## config.mk

```make
export PLATFORM = sky130hd
export DESIGN_NAME = wave_addr_gen
export DESIGN_NICKNAME = d
export VERILOG_FILES = /design/src/rtl/wag_pkg.sv /design/src/rtl/wag_validate.sv /design/src/rtl/wag_cfg_regs.sv /design/src/rtl/wag_addr_acc.sv /design/src/rtl/wave_addr_gen.sv
export SDC_FILE = /design/constraint.sdc
export NUM_CORES = 1
export LEC_CHECK = 0
export BUFFER_PORTS_ARGS = -buffer_cell sky130_fd_sc_hd__clkbuf_2
export CAP_MARGIN = 20
export CORE_AREA = 2 2 100 102
export DETAILED_ROUTE_END_ITERATION = 8
export DIE_AREA = 0 0 102 104
export GPL_ROUTABILITY_DRIVEN = 0
export SYNTH_ARGS = -nofsm -noshare
export SYNTH_HDL_FRONTEND = slang
export SYNTH_SLANG_ARGS = --single-unit
```

## constraint.sdc

```tcl
create_clock -name clk_i -period 4.78 [get_ports clk_i]
set_input_delay 0.239 -clock clk_i [delete_from_list [all_inputs] [get_ports clk_i]]
set_output_delay 0.239 -clock clk_i [all_outputs]
set_load 0.02 [all_outputs]
```

## src/rtl/wag_pkg.sv

```systemverilog
package wag_pkg;
  localparam int WAG_ADDR_W  = 12;
  localparam int WAG_STEP_W  = 11;
  localparam int WAG_MIN_LEN = 2000;

  typedef enum logic [1:0] {
    UPD_NONE   = 2'd0,
    UPD_STAGE  = 2'd1,
    UPD_REJECT = 2'd2
  } upd_e;
endpackage

```

## src/rtl/wag_validate.sv

```systemverilog
module wag_validate
  import wag_pkg::*;
#(
  parameter int ADDR_W  = WAG_ADDR_W,
  parameter int STEP_W  = WAG_STEP_W,
  parameter int MIN_LEN = WAG_MIN_LEN
) (
  input  logic              len_we_i,
  input  logic [ADDR_W:0]   len_i,
  input  logic              step_we_i,
  input  logic [STEP_W-1:0] step_i,
  input  logic [ADDR_W:0]   shd_len_i,
  input  logic [STEP_W-1:0] shd_step_i,
  output upd_e              upd_o,
  output logic [ADDR_W:0]   cand_len_o,
  output logic [STEP_W-1:0] cand_step_o
);
  localparam int LEN_W   = ADDR_W + 1;
  localparam int MAX_LEN = 1 << ADDR_W;

  logic any_we, bad;

  always_comb begin
    any_we      = len_we_i | step_we_i;
    cand_len_o  = len_we_i  ? len_i  : shd_len_i;
    cand_step_o = step_we_i ? step_i : shd_step_i;
    bad = (cand_len_o < LEN_W'(MIN_LEN)) ||
          (cand_len_o > LEN_W'(MAX_LEN)) ||
          (cand_step_o == '0) ||
          (LEN_W'(cand_step_o) > cand_len_o);
    if (!any_we)  upd_o = UPD_NONE;
    else if (bad) upd_o = UPD_REJECT;
    else          upd_o = UPD_STAGE;
  end
endmodule

```

## src/rtl/wag_cfg_regs.sv

```systemverilog
module wag_cfg_regs
  import wag_pkg::*;
#(
  parameter int ADDR_W = WAG_ADDR_W,
  parameter int STEP_W = WAG_STEP_W
) (
  input  logic              clk_i,
  input  logic              rst_ni,
  input  upd_e              upd_i,
  input  logic [ADDR_W:0]   cand_len_i,
  input  logic [STEP_W-1:0] cand_step_i,
  input  logic              apply_i,
  output logic [ADDR_W:0]   act_len_o,
  output logic [STEP_W-1:0] act_step_o,
  output logic [ADDR_W:0]   shd_len_o,
  output logic [STEP_W-1:0] shd_step_o,
  output logic              pend_o,
  output logic              err_o
);
  localparam int LEN_W   = ADDR_W + 1;
  localparam int MAX_LEN = 1 << ADDR_W;

  logic stage;
  assign stage = (upd_i == UPD_STAGE);

  // apply copies the old shadow; a load on the same edge re-arms pending
  always_ff @(posedge clk_i or negedge rst_ni) begin
    if (!rst_ni) begin
      act_len_o  <= LEN_W'(MAX_LEN);
      act_step_o <= STEP_W'(1);
      shd_len_o  <= LEN_W'(MAX_LEN);
      shd_step_o <= STEP_W'(1);
      pend_o     <= 1'b0;
      err_o      <= 1'b0;
    end else begin
      if (apply_i) begin
        act_len_o  <= shd_len_o;
        act_step_o <= shd_step_o;
      end
      if (stage) begin
        shd_len_o  <= cand_len_i;
        shd_step_o <= cand_step_i;
      end
      pend_o <= stage | (pend_o & ~apply_i);
      err_o  <= (upd_i == UPD_REJECT);
    end
  end
endmodule

```

## src/rtl/wag_addr_acc.sv

```systemverilog
module wag_addr_acc
  import wag_pkg::*;
#(
  parameter int ADDR_W = WAG_ADDR_W,
  parameter int STEP_W = WAG_STEP_W
) (
  input  logic              clk_i,
  input  logic              rst_ni,
  input  logic [ADDR_W:0]   act_len_i,
  input  logic [STEP_W-1:0] act_step_i,
  input  logic              pend_i,
  output logic              apply_o,
  output logic [ADDR_W-1:0] addr_o,
  output logic              sync_o
);
  localparam int SUM_W = ADDR_W + 2;

  logic [SUM_W-1:0]  sum;
  logic              wrap;
  logic [ADDR_W-1:0] addr_d;

  always_comb begin
    sum     = SUM_W'(addr_o) + SUM_W'(act_step_i);
    wrap    = (sum >= SUM_W'(act_len_i));
    apply_o = wrap & pend_i;
    if (!wrap)      addr_d = ADDR_W'(sum);
    else if (pend_i) addr_d = '0;  // restart phase with new settings
    else            addr_d = ADDR_W'(sum - SUM_W'(act_len_i));
  end

  always_ff @(posedge clk_i or negedge rst_ni) begin
    if (!rst_ni) begin
      addr_o <= '0;
      sync_o <= 1'b0;
    end else begin
      addr_o <= addr_d;
      sync_o <= wrap;
    end
  end
endmodule

```

## src/rtl/wave_addr_gen.sv

```systemverilog
module wave_addr_gen
  import wag_pkg::*;
#(
  parameter int ADDR_W  = WAG_ADDR_W,
  parameter int STEP_W  = WAG_STEP_W,
  parameter int MIN_LEN = WAG_MIN_LEN
) (
  input  logic              clk_i,
  input  logic              rst_ni,
  input  logic              len_we_i,
  input  logic [ADDR_W:0]   len_i,
  input  logic              step_we_i,
  input  logic [STEP_W-1:0] step_i,
  output logic [ADDR_W-1:0] addr_o,
  output logic              sync_o,
  output logic              err_o
);
  upd_e              upd;
  logic [ADDR_W:0]   cand_len, act_len, shd_len;
  logic [STEP_W-1:0] cand_step, act_step, shd_step;
  logic              pend, apply;

  wag_validate #(.ADDR_W(ADDR_W), .STEP_W(STEP_W), .MIN_LEN(MIN_LEN)) u_val (
    .len_we_i   (len_we_i),
    .len_i      (len_i),
    .step_we_i  (step_we_i),
    .step_i     (step_i),
    .shd_len_i  (shd_len),
    .shd_step_i (shd_step),
    .upd_o      (upd),
    .cand_len_o (cand_len),
    .cand_step_o(cand_step)
  );

  wag_cfg_regs #(.ADDR_W(ADDR_W), .STEP_W(STEP_W)) u_cfg (
    .clk_i      (clk_i),
    .rst_ni     (rst_ni),
    .upd_i      (upd),
    .cand_len_i (cand_len),
    .cand_step_i(cand_step),
    .apply_i    (apply),
    .act_len_o  (act_len),
    .act_step_o (act_step),
    .shd_len_o  (shd_len),
    .shd_step_o (shd_step),
    .pend_o     (pend),
    .err_o      (err_o)
  );

  wag_addr_acc #(.ADDR_W(ADDR_W), .STEP_W(STEP_W)) u_acc (
    .clk_i     (clk_i),
    .rst_ni    (rst_ni),
    .act_len_i (act_len),
    .act_step_i(act_step),
    .pend_i    (pend),
    .apply_o   (apply),
    .addr_o    (addr_o),
    .sync_o    (sync_o)
  );
endmodule

```

==> load_flow_metrics.sql <==
INSERT INTO impl_metrics (metric_group, metric, value, unit) VALUES
('run_status', 'run_status', 'complete, no violations', ''),
('synthesis', 'post_syn_instances', '394', ''),
('worst_setup_path', 'cpPeakStageDelay', '530', 'ps'),
('worst_setup_path', 'biggest_fanout_along_the_worst_timing_path', '11', ''),
('route', 'drt-pass1-iter-count', '4', ''),
('route', 'drt_iter0_markers', '144', ''),
('cts', 'h-tree-depth', '3', ''),
('synthesis', 'yosys_warnings', '0', ''),
('final_layout', 'count_of_inserted_antenna_diode_cells', '0', ''),
('floorplan', 'chipHeight', '104', 'µm'),
('synthesis', 'synthDominantAreaCellType', 'dfrtp_1', ''),
('synthesis', 'synthFlopType', 'dfrtp_1', ''),
('synthesis', 'synth.avg_cell_area', '10.6', 'µm²'),
('floorplan', 'floorplan.initialDensity', '0.439', ''),
('global_routing', 'grt_pass1_vias', '3136', ''),
('synthesis', 'async_flop_share', '1.00', ''),
('sta', 'setup_tns', '0', 'ps'),
('cts', 'post_cts.repair.setup_buffers', '0', ''),
('floorplan', 'floorplan.die_area', '10600', 'µm²'),
('cts', 'cts.reportedPaths.clkPinSlew', '70', 'ps'),
('worst_setup_path', 'cp.buffers_inverters', '3', ''),
('worst_setup_path', 'path_delay_family', 'adder cells', ''),
('synthesis', 'syn_area', '4190', 'µm²'),
('synthesis', 'synth_area_leaders', 'dfrtp_1 35%, mux2_2 14%, ha_1 10%, mux2i_1 2.9%, mux2_4 2.9%', ''),
('sta', 'post-route-min-period', '4240', 'ps'),
('cts', 'tritoncts.num_buffers', '9', ''),
('worst_setup_path', 'cp_cell_sequence', 'ha_1 -> inv_1 -> fa_1 -> nand2b_1 -> a21o_1 -> a31o_2 -> a21oi_1 -> a211oi_1 -> ha_1 -> nand4_1 -> nor4_1 -> a211oi_1 -> buf_4 -> and2_1 -> inv_1 -> mux2_2', ''),
('floorplan', 'die_width', '102', 'µm'),
('final_layout', 'final_design_area_no_fill', '4730', 'µm²'),
('sta', 'report.final.slew_viol_count', '0', ''),
('placement', 'placed_cells_incl_taps', '559', ''),
('sta', 'timing.final.setup_violations', '0', ''),
('worst_setup_path', 'setup.worst_path.start_class', 'flop', ''),
('synthesis', 'synth_edf_count', '0', ''),
('worst_setup_path', 'timing.setup.critical_path_class', 'flop to flop', ''),
('job', 'max_cap_viols', '0', ''),
('global_routing', 'grt_max_degree', '57', ''),
('worst_setup_path', 'worstPathArrival', '4480', 'ps'),
('final_layout', 'fin_cells', '576', ''),
('placement', 'placed_area', '4510', 'µm²'),
('worst_setup_path', 'end_kind', 'flop', ''),
('placement', 'buffer_ports.inserted', '41', ''),
('sta', 'worst_pin_slew', '719', 'ps'),
('route', 'antenna_viol_nets_final', '0', ''),
('route', 'vias', '3141', ''),
('worst_setup_path', 'crit_path_top_delay_cell', 'dfstp_2', ''),
('sta', 'fin_crit_sh', '0.888', ''),
('sta', 'timing_hold_violations_final', '0', ''),
('route', 'totalWireLength', '9940', 'µm'),
('route', 'routed_via_density', '5.45', ''),
('min_path', 'worst_hold_path_type', 'input port to flop', ''),
('final_layout', 'syn2layout_area_growth', '13.0', '%'),
('cts', 'max-clock-path-buffers', '2', ''),
('sta', 'finalClockSkew', '7.99', 'ps'),
('final_layout', 'layout-drive-gt1-share', '0.291', ''),
('synthesis', 'yosys.area.top_type_share', '0.352', ''),
('cts', 'clock_tree_from_tritoncts', 'built', ''),
('global_routing', 'grt_antenna_before_repair', '0', ''),
('cts', 'clkLatencyLatePin', '350', 'ps'),
('sta', 'clock.fmax', '236', 'MHz'),
('cts', 'cts_resized', '0', ''),
('floorplan', 'fp.coreArea', '9550', 'µm²'),
('synthesis', 'yosys.cell_types.count', '52', ''),
('synthesis', 'syn-num-nets', '459', ''),
('sta', 'relative_slew_slack', '0.521', ''),
('worst_setup_path', 'cp_data_required_time', '5020', 'ps'),
('synthesis', 'synth.yosys.seq_area_share', '0.377', ''),
('cts', 'clkSinkCount', '63', ''),
('global_routing', 'global_route.usage.total', '0.205', ''),
('floorplan', 'ios', '42', ''),
('global_routing', 'globalRoute.totalOverflow', '0', ''),
('floorplan', 'std_cell_rows', '36', ''),
('placement', 'detailedPlacementHpwl', '7760', 'µm'),
('route', 'post-route-drc-count', '0', ''),
('sta', 'rsz_0062_raised_after_global_routing', 'false', ''),
('global_routing', 'first_pass_grt_wire_length', '16600', 'µm'),
('cts', 'cts_hold_repair.buffers', '1', ''),
('cts', 'root_buffer', 'clkbuf_8', ''),
('route', 'routedWlPerCell', '17.3', 'µm'),
('final_layout', 'nets', '503', ''),
('synthesis', 'synth-seq-cells', '63', '');
-- metrics by stage --
stage	util	worst slack, ps	hold slack [ps]
2_1_floorplan	-	768	-56.6
3_3_place_gp	0.472	721	108
3_5_place_dp	0.472	565	109
4_1_cts	0.496	545	104
5_1_grt	0.496	262	134
6_report	0.496	536	131
-- metal layers --
layer / vias up / track usage / part of all wire
met4: 0 / 0.0676 / 0.020
met2: 80 / 0.309 / 0.47
met5: - / 0 / 0
li1: 1543 / - / -
met1: 1505 / 0.292 / 0.47
met3: 13 / 0.0437 / 0.042
-- final timing paths --
check	start	end	slack [ps]	depth (start not counted)
max reg2reg	u_cfg.act_step_o[0]$_DFFE_PN1P_	u_acc.addr_o[9]$_DFF_PN0_	540	16
max in group asynchronous	rst_ni	u_cfg.act_step_o[2]$_DFFE_PN0P_	3530	3
max	u_cfg.act_step_o[0]$_DFFE_PN1P_	u_acc.addr_o[9]$_DFF_PN0_	540	16
min	len_i[12]	u_cfg.shd_len_o[12]$_DFFE_PN1P_	130	3
min in group asynchronous	rst_ni	u_acc.addr_o[7]$_DFF_PN0_	280	2
min reg2reg	u_cfg.act_len_o[4]$_DFFE_PN0P_	u_cfg.act_len_o[4]$_DFFE_PN0P_	510	1
-- cell usage after synthesis, types with 3 or more instances --
library cell and number:
xnor2_1 11, a31o_2 3, o21bai_1 3, nand2b_1 7, and3_1 7, a21oi_1 23, nand4_1 3, nor3_1 12
ha_1 35, nor4_1 6, a21o_1 7, mux2_4 8, nand3_1 8, nor2_1 23, a21boi_0 4, o21a_1 7
mux2_2 53, mux2i_1 12, o21ai_0 12, nand2_1 11, inv_1 25, a211oi_1 4, nor2b_1 4, dfstp_2 4
clkbuf_1 5, dfrtp_1 59
-- logic make-up after synthesis --
| family | after synthesis | synth area share |
|---|---|---|
| mux | 73 | 0.200 |
| compound gates | 82 | 0.132 |
| xor+xnor | 13 | 0.0272 |
| buf+inv | 37 | 0.0412 |
| fa+ha+maj | 37 | 0.114 |
| flops | 63 | 0.377 |
| simple gates | 89 | 0.109 |
-- area by class of cell --
type	count	area [µm²]
Clock inverter	6	86.3
Fill cell	933	4810
Sequential cell	63	1580
Clock buffer	10	128
Inverter	25	93.8
Tap cell	133	166
Timing Repair Buffer	45	238
Multi-Input combinational cell	294	2440
-- layout by cell type (no fill, tap or decap), types with 12 or more instances in the layout --
| cell type | n |
|---|---|
| a21oi_1 | 22 |
| clkbuf_2 | 41 |
| dfrtp_1 | 59 |
| ha_1 | 35 |
| inv_1 | 25 |
| mux2_2 | 53 |
| mux2i_1 | 12 |
| nor2_1 | 23 |
| nor3_1 | 12 |
| o21ai_0 | 12 |
-- worst register-to-register path, stage by stage (launching register included) --
cell and delay [ps]:
dfstp_2 530, ha_1 180, inv_1 70, fa_1 390
nand2b_1 180, a21o_1 190, a31o_2 280, a21oi_1 200
a211oi_1 120, ha_1 370, nand4_1 120, nor4_1 320
a211oi_1 80, buf_4 160, and2_1 200, inv_1 340
mux2_2 390
-- state kept, by name, indices dropped and copies added (netlist names) --
name / flops
u_cfg.shd_len_o: 13
u_cfg.shd_step_o: 11
u_cfg.pend_o: 1
u_cfg.err_o: 1
u_cfg.act_len_o: 13
u_acc.addr_o: 12
u_cfg.act_step_o: 11
u_acc.sync_o: 1
Power is left out: the tool's default activity adds up to more than one toggle a clock period on the data nets, which glitch-free logic cannot reach.
